**config.mk**
```make
export PLATFORM = sky130hd
export DESIGN_NAME = atm_tx_cell_proc
export DESIGN_NICKNAME = d
export VERILOG_FILES = /design/src/rtl/atm_tx_pkg.sv /design/src/rtl/atm_tx_fifo.sv /design/src/rtl/atm_tx_scrambler.sv /design/src/rtl/atm_tx_cell_cnt.sv /design/src/rtl/atm_tx_cell_proc.sv
export SDC_FILE = /design/constraint.sdc
export NUM_CORES = 2
export LEC_CHECK = 0
export ABC_AREA = 1
export BUFFER_PORTS_ARGS = -buffer_cell sky130_fd_sc_hd__buf_4
export CAP_MARGIN = 25
export CORE_MARGIN = 1
export CORE_UTILIZATION = 32
export DETAILED_ROUTE_END_ITERATION = 8
export SYNTH_ARGS = -nofsm -noshare
export SYNTH_HDL_FRONTEND = slang
export SYNTH_SLANG_ARGS = --single-unit
```
**constraint.sdc**
```tcl
create_clock -name clk -period 3 [get_ports clk]
set_input_delay 0.45 -clock clk [delete_from_list [all_inputs] [get_ports clk]]
set_output_delay 0.45 -clock clk [all_outputs]
set_load 0.1 [all_outputs]
```
**src/rtl/atm_tx_pkg.sv**
```systemverilog
package atm_tx_pkg;
  localparam int CELL_BYTES = 53;
  localparam int HDR_BYTES  = 4;
  localparam int HEC_POS    = 4;
  localparam logic [7:0]  HEC_POLY  = 8'h07;
  localparam logic [7:0]  HEC_COSET = 8'h55;
  localparam logic [31:0] IDLE_HDR  = 32'h0000_0001;
  localparam logic [7:0]  IDLE_FILL = 8'h6A;

  function automatic logic [7:0] crc8_step(input logic [7:0] c, input logic [7:0] b);
    logic [7:0] r;
    r = c ^ b;
    for (int i = 0; i < 8; i++) r = r[7] ? ((r << 1) ^ HEC_POLY) : (r << 1);
    return r;
  endfunction

  function automatic logic [7:0] word_byte(input logic [31:0] w, input logic [1:0] sel);
    case (sel)
      2'd0:    return w[31:24];
      2'd1:    return w[23:16];
      2'd2:    return w[15:8];
      default: return w[7:0];
    endcase
  endfunction
endpackage

```
**src/rtl/atm_tx_fifo.sv**
```systemverilog
module atm_tx_fifo #(
  parameter int CELLS    = 4,
  parameter int IDX_W    = 6,
  parameter int LAST_IDX = 52
) (
  input  logic             clk,
  input  logic             rst,
  input  logic             wr_en,
  input  logic [7:0]       wr_data,
  output logic             wr_full,
  input  logic [IDX_W-1:0] rd_idx,
  output logic [7:0]       rd_data,
  output logic             rd_avail,
  input  logic             rd_release
);
  localparam int SLOT_W = (CELLS > 1) ? $clog2(CELLS) : 1;
  localparam int OCC_W  = $clog2(CELLS + 1);
  localparam int DEPTH  = (2 ** SLOT_W) << IDX_W;
  localparam logic [IDX_W-1:0] LAST = IDX_W'(LAST_IDX);
  localparam logic [OCC_W-1:0] FULL = OCC_W'(CELLS);

  logic [7:0]       mem [DEPTH];
  logic [SLOT_W-1:0] wr_slot, rd_slot;
  logic [IDX_W-1:0]  wr_idx;
  logic [OCC_W-1:0]  occ;
  logic accept, wr_done;

  function automatic logic [SLOT_W-1:0] slot_next(input logic [SLOT_W-1:0] s);
    return (s == SLOT_W'(CELLS - 1)) ? '0 : s + 1'b1;
  endfunction

  assign wr_full  = (occ == FULL);
  assign rd_avail = (occ != '0);
  assign accept   = wr_en && !wr_full;
  assign wr_done  = accept && (wr_idx == LAST);
  assign rd_data  = mem[{rd_slot, rd_idx}];

  always_ff @(posedge clk) begin
    if (accept) mem[{wr_slot, wr_idx}] <= wr_data;
  end

  always_ff @(posedge clk) begin
    if (rst) begin
      wr_slot <= '0;
      rd_slot <= '0;
      wr_idx  <= '0;
      occ     <= '0;
    end else begin
      if (accept) wr_idx <= wr_done ? '0 : wr_idx + 1'b1;
      if (wr_done) wr_slot <= slot_next(wr_slot);
      if (rd_release) rd_slot <= slot_next(rd_slot);
      case ({wr_done, rd_release})
        2'b10:   occ <= occ + 1'b1;
        2'b01:   occ <= occ - 1'b1;
        default: occ <= occ;
      endcase
    end
  end


  occ_bound_chk: assert property (@(posedge clk) disable iff (rst) occ <= FULL);

  full_ignore_chk: assert property (@(posedge clk) disable iff (rst)
    (wr_full && wr_en) |=> $stable(wr_idx));

  release_valid_chk: assert property (@(posedge clk) disable iff (rst) rd_release |-> rd_avail);
endmodule

```
**src/rtl/atm_tx_scrambler.sv**
```systemverilog
module atm_tx_scrambler #(
  parameter int SSC_LEN = 43,
  parameter int DSS_LEN = 31,
  parameter int DSS_TAP = 28
) (
  input  logic       clk,
  input  logic       rst,
  input  logic       step,
  input  logic       dss_sel,
  input  logic [7:0] din,
  output logic [7:0] dout
);
  logic [SSC_LEN-1:0] ssc_hist, ssc_nxt;
  logic [DSS_LEN-1:0] dss_st, dss_nxt;
  logic [7:0] ssc_out, dss_out;

  always_comb begin
    logic [SSC_LEN-1:0] h;
    logic [DSS_LEN-1:0] s;
    h = ssc_hist;
    s = dss_st;
    for (int i = 7; i >= 0; i--) begin
      ssc_out[i] = din[i] ^ h[SSC_LEN-1];
      h          = {h[SSC_LEN-2:0], ssc_out[i]};
      dss_out[i] = din[i] ^ s[DSS_LEN-1];
      s          = {s[DSS_LEN-2:0], s[DSS_LEN-1] ^ s[DSS_TAP-1]};
    end
    ssc_nxt = h;
    dss_nxt = s;
  end

  assign dout = dss_sel ? dss_out : ssc_out;

  always_ff @(posedge clk) begin
    if (rst) begin
      ssc_hist <= '0;
      dss_st   <= '1;
    end else if (step) begin
      ssc_hist <= ssc_nxt;
      dss_st   <= dss_nxt;
    end
  end


  dss_nonzero_chk: assert property (@(posedge clk) disable iff (rst) dss_st != '0);
endmodule

```
**src/rtl/atm_tx_cell_cnt.sv**
```systemverilog
module atm_tx_cell_cnt #(
  parameter int CNT_W = 16
) (
  input  logic             clk,
  input  logic             rst,
  input  logic             inc,
  input  logic             sec_strobe,
  output logic [CNT_W-1:0] latched
);
  logic [CNT_W-1:0] run;

  always_ff @(posedge clk) begin
    if (rst) begin
      run     <= '0;
      latched <= '0;
    end else if (sec_strobe) begin
      latched <= run;
      run     <= inc ? CNT_W'(1) : '0;
    end else if (inc) begin
      run <= run + 1'b1;
    end
  end


  restart_chk: assert property (@(posedge clk) disable iff (rst)
    sec_strobe |=> run <= CNT_W'(1));
endmodule

```
**src/rtl/atm_tx_cell_proc.sv**
```systemverilog
module atm_tx_cell_proc #(
  parameter int FIFO_CELLS = 4,
  parameter int CNT_W      = 16
) (
  input  logic             clk,
  input  logic             rst,
  input  logic             wr_en,
  input  logic [7:0]       wr_data,
  output logic             wr_full,
  input  logic             cfg_hdr_ins,
  input  logic [31:0]      cfg_hdr,
  input  logic             cfg_dss,
  input  logic             cfg_bit_mode,
  input  logic             fr_en,
  input  logic             sec_strobe,
  output logic [7:0]       tx_byte,
  output logic             tx_bit,
  output logic             tx_soc,
  output logic [CNT_W-1:0] tx_cells_sec
);
  import atm_tx_pkg::*;

  localparam int IDX_W = $clog2(CELL_BYTES);
  localparam logic [IDX_W-1:0] IDX_LAST = IDX_W'(CELL_BYTES - 1);
  localparam logic [IDX_W-1:0] IDX_HEC  = IDX_W'(HEC_POS);
  localparam logic [IDX_W-1:0] IDX_PAY  = IDX_W'(HDR_BYTES + 1);

  logic [IDX_W-1:0] idx;
  logic [2:0] bit_cnt;
  logic       cur_user;
  logic [7:0] crc, sreg;

  logic       fetch, at_start, use_user, is_hdr, is_hec, is_pay, release_cell;
  logic       fifo_avail;
  logic [7:0] fifo_data, hdr_src, pay_plain, pay_scr, crc_in, cur_byte;

  assign fetch    = fr_en && (!cfg_bit_mode || bit_cnt == 3'd0);
  assign at_start = (idx == '0);
  assign use_user = at_start ? fifo_avail : cur_user;
  assign is_hdr   = (idx < IDX_HEC);
  assign is_hec   = (idx == IDX_HEC);
  assign is_pay   = (idx >= IDX_PAY);
  assign release_cell = fetch && (idx == IDX_LAST) && cur_user;

  always_comb begin
    if (!use_user)       hdr_src = word_byte(IDLE_HDR, idx[1:0]);
    else if (cfg_hdr_ins) hdr_src = word_byte(cfg_hdr, idx[1:0]);
    else                 hdr_src = fifo_data;
  end

  assign pay_plain = use_user ? fifo_data : IDLE_FILL;
  assign crc_in    = at_start ? 8'h00 : crc;

  always_comb begin
    if (is_hdr)      cur_byte = hdr_src;
    else if (is_hec) cur_byte = crc ^ HEC_COSET;
    else             cur_byte = pay_scr;
  end

  atm_tx_fifo #(.CELLS(FIFO_CELLS), .IDX_W(IDX_W), .LAST_IDX(CELL_BYTES - 1)) fifo_i (
    .clk(clk), .rst(rst), .wr_en(wr_en), .wr_data(wr_data), .wr_full(wr_full),
    .rd_idx(idx), .rd_data(fifo_data), .rd_avail(fifo_avail), .rd_release(release_cell)
  );

  atm_tx_scrambler scr_i (
    .clk(clk), .rst(rst), .step(fetch && is_pay), .dss_sel(cfg_dss),
    .din(pay_plain), .dout(pay_scr)
  );

  atm_tx_cell_cnt #(.CNT_W(CNT_W)) cnt_i (
    .clk(clk), .rst(rst), .inc(release_cell), .sec_strobe(sec_strobe), .latched(tx_cells_sec)
  );

  always_ff @(posedge clk) begin
    if (rst) begin
      idx      <= '0;
      bit_cnt  <= '0;
      cur_user <= 1'b0;
      crc      <= '0;
      sreg     <= '0;
      tx_byte  <= '0;
      tx_bit   <= 1'b0;
      tx_soc   <= 1'b0;
    end else begin
      if (!cfg_bit_mode)  bit_cnt <= '0;
      else if (fr_en)     bit_cnt <= bit_cnt + 1'b1;
      if (fetch) begin
        tx_byte  <= cur_byte;
        tx_bit   <= cur_byte[7];
        sreg     <= {cur_byte[6:0], 1'b0};
        tx_soc   <= at_start;
        cur_user <= use_user;
        idx      <= (idx == IDX_LAST) ? '0 : idx + 1'b1;
        if (is_hdr) crc <= crc8_step(crc_in, hdr_src);
      end else if (fr_en) begin
        tx_bit <= sreg[7];
        sreg   <= {sreg[6:0], 1'b0};
        tx_soc <= 1'b0;
      end
    end
  end


  hold_when_idle_chk: assert property (@(posedge clk) disable iff (rst)
    !fr_en |=> ($stable(tx_byte) && $stable(tx_bit) && $stable(tx_soc)));

  idle_start_chk: assert property (@(posedge clk) disable iff (rst)
    (fetch && at_start && !fifo_avail) |=> (tx_byte == 8'h00 && tx_soc));

  soc_first_bit_chk: assert property (@(posedge clk) disable iff (rst)
    (cfg_bit_mode && fr_en && bit_cnt != 3'd0) |=> !tx_soc);
endmodule

```
# Yosys cells after proc, flatten, opt, wreduce, memory -nomap -nowiden
# Memories as Yosys holds them, arrays and structs flattened.
# Index checks and enable logic that the tools add are counted.
dict set report word_totals {
  ff_bits 154
  latch_bits 0
  ramBits 2048
  mem_bits_ro 0
  word_cells 125
  memories 1
}
dict set report op_classes {
  n_addsub 8
  n_mul 0
  div 0
  order_cmp 2
  n_eq_ne 10
  n_shift 0
  muxes 34
  n_bitwise 35
  reduce_logical 19
}
# memory words word_bits read_ports rd_clocked_by_memory_dff wr line
set mem_list {}
lappend mem_list {fifo_i.mem 256 8 1 0 1 atm_tx_fifo.sv:22} ;# logic [7:0] mem [DEPTH];
# op n
set ops {}
lappend ops {{$mux W8} 9}
lappend ops {{$mux W16} 2}
lappend ops {{$mux W3} 8}
lappend ops {{$not A3 Y3} 8}
lappend ops {{$pmux W8 S3} 1}
lappend ops {{$xor A1 B1 Y1} 24}
lappend ops {{$add A16 B1 Y16 const B} 1}
lappend ops {{$add A6 B1 Y6 const B} 2}
lappend ops {{$eq A6 B6 Y1 const B} 2}
lappend ops {{$mux W6} 2}
lappend ops {{$mux W1} 9}
lappend ops {{$eq A2 B2 Y1 const B} 4}
lappend ops {{$xor A8 B8 Y8} 1}
lappend ops {{$add A3 B1 Y3 const B} 2}
lappend ops {{$eq A6 B3 Y1 const B} 1}
lappend ops {{$ge A6 B3 Y1 const B} 1}
lappend ops {{$logic_and A1 B1 Y1} 6}
lappend ops {{$logic_not A6 Y1} 1}
lappend ops {{$lt A6 B3 Y1 const B} 1}
lappend ops {{$pmux W3 S2} 1}
lappend ops {{$reduce_bool A2 Y1} 3}
lappend ops {{$add A2 B1 Y2 const B} 2}
lappend ops {{$eq A2 B1 Y1 const B} 2}
lappend ops {{$mux W2} 2}
lappend ops {{12 further kinds} 13}

# Depth between registers and ports, before layout
dict set report depth {
  ltp_word 21
  mapped_depth 28
  ltp_nobuf 25
}

# By module
# From an unflattened synthesis, not the netlist that was laid out.
dict set report unflattened {
  cells_unflattened 8080
  hier_area_um2 90819.6
}
# mod n_inst cells_each area_per_inst_um2 seq_area_each_um2
set modules_own_cells {}
lappend modules_own_cells {atm_tx_fifo 1 7027 83770.3 61759.2}
lappend modules_own_cells {atm_tx_scrambler 1 435 3024.2 1481.4}
lappend modules_own_cells {atm_tx_cell_proc 1 440 2701.3 700.7}
lappend modules_own_cells {atm_tx_cell_cnt 1 178 1323.8 640.6}

# Worst setup path after synthesis
# Ideal clock, no wire load.
dict set report synth_timing {
  path_kind {register -> register}
  from {reg fifo_i.occ[2]}
  to {reg fifo_i.occ[2]}
  setup_time_ps 122
  t_arrival_ps 4109
  required_ps 2878
  path_slack_ps -1231
  path_stages_with_launch 16
  period_less_slack_ps 4231
  path_cell_list {dfxtp_1 inv_1 nor3_1 nor2_1 inv_1 nor2_1 inv_1 nor2_1 inv_1 ha_1 inv_1 fa_1 a21oi_1 o21ai_0 o21ai_0 a21oi_1}
}
dict set report synth_between {
  elab_chain_len 6
  elab_cells_between_ends 10
}
# element line
set synth_rtl {}
lappend synth_rtl {{from (decl)} atm_tx_fifo.sv:25} ;# logic [OCC_W-1:0] occ;
lappend synth_rtl {{from (signal assigned)} atm_tx_fifo.sv:53} ;# 2'b10: occ <= occ + 1'b1;
lappend synth_rtl {{from (signal assigned)} atm_tx_fifo.sv:54} ;# 2'b01: occ <= occ - 1'b1;
lappend synth_rtl {{$eq A3 B3 Y1 *} atm_tx_fifo.sv:32} ;# assign wr_full = (occ == FULL);
lappend synth_rtl {{net wr_full} atm_tx_cell_proc.sv:9} ;# output logic wr_full,
lappend synth_rtl {{$logic_not A1 Y1 *} atm_tx_fifo.sv:34} ;# assign accept = wr_en && !wr_full;
lappend synth_rtl {{$logic_and A1 B1 Y1 *} atm_tx_fifo.sv:34}
lappend synth_rtl {{$logic_and A1 B1 Y1 *} atm_tx_fifo.sv:35} ;# assign wr_done = accept && (wr_idx == LAST);
lappend synth_rtl {{$eq A2 B1 Y1 or $eq A2 B2 Y1 (tied branches)} atm_tx_fifo.sv:52} ;# case ({wr_done, rd_release})
lappend synth_rtl {{$pmux W3 S2 or $reduce_bool A2 Y1 (tied branches)} --}
# Mark *: on every way through the listed nets, which the timed path passes. The rest lies on a longest branch.
# A chain may end at the register's enable or synchronous reset.

# Worst setup path in the final report
dict set report layout_timing {
  from {reg idx[0]}
  to {reg crc[5]}
}
dict set report layout_between {
  elab_chain_len 10
  elab_cells_between_ends 18
}
# element line
set layout_rtl {}
lappend layout_rtl {{from (decl)} atm_tx_cell_proc.sv:28} ;# logic [IDX_W-1:0] idx;
lappend layout_rtl {{from (signal assigned)} atm_tx_cell_proc.sv:93} ;# idx <= (idx == IDX_LAST) ? '0 : idx + 1'b1;
lappend layout_rtl {{parallel branches: the longest is 10 deep, another holds $mem_v2 Z256 W8} --}
lappend layout_rtl {{to (signal assigned)} atm_tx_cell_proc.sv:94} ;# if (is_hdr) crc <= crc8_step(crc_in, hdr_src);
lappend layout_rtl {{to (decl)} atm_tx_cell_proc.sv:31} ;# logic [7:0] crc, sreg;
# Several ways; the timed one is not identified.

==> key figures <==
Outcome
  – Status: finished with violations
  – Failing checks: setup timing

Setup path
  – Max FO, Critical Path: 28
  – Cells on worst reg2reg path: 26
  – Reg2reg start: idx[0]$_SDFFE_PP0N_
  – Startpoint types: flip-flop
  – Worst Setup SP: idx[0]$_SDFFE_PP0N_
  – Crit path required time: approximately 3.8 ns
  – CP endpoint kind: flip-flop
  – Crit path kind: flip-flop to flip-flop
  – Critical path data arrival time: around 4.2 ns
  – R2R setup slack: -0.41 ns

Power
  – VDD IR max: roughly 0.5 mV
  – Power per standard cell area: a little over 600 nW/um^2
  – Pleak: 41.2 nW

Floorplanning
  – Core box area: 282000 sq um
  – Ports: 75
  – Row count: 195
  – Die height: 535 um
  – Die Area: 286000 sq um
  – Die Wd: roughly 530 um
  – Initial core utilization: 32.2%

Global routing
  – Initial antenna violation count: 5
  – GRT Overall Usage: 19.2%
  – Largest net degree at the start of global routing: 89
  – Number of global-route vias before repair: 62992
  – First-pass GRT wire length: 414000 um
  – Overflow after GRT: 0

Logic synthesis
  – Synth Area per Inst: 11.2 sq um
  – Seq/Total Area, Yosys: between 70% and 80%
  – Synthesis-stage register bit count: 2202
  – Post-synth top area share: 67.7%
  – Ys async rst share: 0%
  – Synth cell types: between 40 and 50
  – Syn Nets: approximately 8000
  – Cell Area, Synth: between 90000 and 100000 sq um
  – Yosys top cell by area: edfxtp_1
  – YS warnings: 0
  – Post-synth EDFFs: ~2000
  – Commonest cells in the netlist: edfxtp_1 (2048), nor2_1 (1558), nand2_1 (1557), o21ai_0 (915), nand3_1 (386)
  – Most area-consuming cells after synthesis: edfxtp_1 (68%), nor2_1 (6.4%), nand2_1 (6.4%)
  – Top-count cell post-synth: edfxtp_1
  – Top_reg_cell synth: edfxtp_1
  – Syn Inst Count: 8141

Routing
  – Residual DRC: 0
  – Drt pass-1 iters: 6
  – Total wire length: 284000 um
  – DRT antenna net count: 0
  – Routed WL per cell: approximately 22 um
  – Via count: 65544
  – Drt first-iter violations: 7834
  – Via density: 5.10

Clock network
  – Clock Pin Slew Worst Setup and Hold Paths: ~0.060 ns
  – Clk root buf: clkbuf_16
  – Clock buffer depth: 4
  – Clk_lat worst skew: 0.87 ns
  – CTS tree: yes
  – H-tree levels: 4
  – Total CTS buffers: 220
  – Total clock sinks: 2202

Placement
  – HPWL after DPL: around 170000 um
  – GPL Wtd Cong: 0.916
  – I/O Buffers: 74
  – Worst slack after detailed placement: -0.776 ns

Run
  – Max-Cap Viols: 0

Layout
  – Layout cells sized above 1: between 10% and 20%
  – Layout Nets: 8992
  – P&R area growth vs syn: 24.3%

Worst hold path
  – Hold depth: 1
  – Hold WC Path Type: input pin to flip-flop
  – Hold_sp: wr_data[1]

STA
  – Max_slew headroom: a little under two fifths
  – Maximum operating frequency: 293 MHz
  – Worst-Margin Slew: 0.926 ns
  – Setup ws final: -0.408 ns
  – Clock Skews: 0.0630 ns
  – Slew Limit Fails: 0
  – Final period util: 114%
  – Fin crit period: 3.41 ns
  – RSZ-0062 raised after global routing: yes
  – Final Setup Violations: 33
  – Final Hold Fails: 0
  – Hold_ws: 0.0509 ns
==> state kept, by name (all words and copies together), names as in the netlist, 7 cells and up <==
name / cells
crc: 8
cnt_i.run: 16
fifo_i.mem: 2048
cnt_i.latched: 16
tx_byte: 8
sreg: 7
scr_i.ssc_hist: 43
scr_i.dss_st: 31
==> layout make-up <==
class / count / area [sq um]
Fill cell: 26292 / 169000
Sequential cell: 2202 / 64600
Multi-Input combinational cell: 5076 / 23700
Timing Repair Buffer: 1053 / 11400
Clock buffer: 262 / 5720
Tap cell: 3743 / 4680
Inverter: 367 / 1420
Clock inverter: 138 / 1410
Timing Repair inverter: 5 / 66.3
Antenna cell: 2 / 5.00
==> cells in the final DEF (no fill, tap or decap), types with 42 or more instances in the layout <==
cell type and n:
nor2_1 1497, buf_16 42, clkinv_1 50, nand2_1 1464
buf_4 779, dfxtp_1 150, nand3_2 69, buf_6 43
inv_1 350, edfxtp_1 2048, o21ai_1 208, clkbuf_16 235
nor2_2 46, a21oi_1 186, nand4_1 58, o22ai_1 179
o21ai_0 785, buf_12 131, nand3_1 302, nand2_2 77
==> stage by stage <==
step                      util [%]  area, sq um  std cells  total power (W)  setup TNS, ns
final                         40.0       113000      12848           0.0689          -8.15
after floorplan                  -        90900       8141           0.0375              0
after global routing          40.0       113000      12846           0.0708         -11.48
after detailed placement      36.0       102000      12331           0.0406         -15.92
after CTS                     39.6       112000      12814           0.0688          -6.17
after global placement        36.0       102000      12331           0.0405         -15.36
==> path summary, 6_finish.rpt <==
kind	to
worst max-delay path	crc[5]$_SDFFE_PP0P_
worst max register to register	crc[5]$_SDFFE_PP0P_
worst min-delay path	fifo_i.mem[148][1]$_DFFE_PP_
worst min register to register	scr_i.dss_st[21]$_SDFFE_PP1P_
==> worst max-delay path: stages, from the launching register on <==
cell      delay, ns
dfxtp_4        0.40
buf_12         0.17
buf_8          0.12
clkinv_8       0.06
buf_12         0.14
buf_12         0.16
o21ai_1        0.17
o21ai_0        0.13
nand2_1        0.09
nand4_1        0.22
nand2_2        0.21
nand2_2        0.10
nand2_4        0.10
nand3_1        0.09
nand3_2        0.10
nand2_2        0.09
buf_12         0.15
nand2_1        0.07
nand2_2        0.08
nand2_2        0.12
nand2_4        0.08
nand2_4        0.08
nand2_1        0.07
nand3_2        0.07
nand3_1        0.08
nand2_1        0.07
inv_1          0.03
==> per-layer routing <==
| metal | global-route usage, % | routed length, um | up-vias |
|---|---|---|---|
| met5 | 0 | 13 | - |
| met4 | 7.81 | 12500 | 2 |
| met3 | 2.99 | 23300 | 539 |
| met2 | 31.2 | 132000 | 2858 |
| met1 | 25.6 | 116000 | 32358 |
| li1 | - | - | 29787 |
==> where the power goes <==
group | switching (W) | internal, W | total [W]
logic | 0.00477 | 0.00283 | 0.00760
clock network | 0.0118 | 0.0158 | 0.0276
registers | 0.0000493 | 0.0336 | 0.0336
total | 0.0167 | 0.0522 | 0.0689
==> logic make-up after synthesis <==
logic type	share of synthesized area (%)
buffers and inverters	4.47
adders and majority gates	0.270
and+or+nand+nor	15.7
AOI/OAI and AO/OA	8.21
xor gates and xnor gates	0.222
muxes	0.0330
DFF	71.0
==> what timing repair did <==
action | in CTS | in global routing
pin swaps | 83 | 133
hold buffers | 5 | 0
hold endpoints to repair | 32 | 0
buffers inserted | 39 | 20
setup endpoints to repair | 35 | 35
gates resized for setup | 361 | 269
cloned | 42 | 14
No activity file was read; power rests on OpenSTA's default activity.
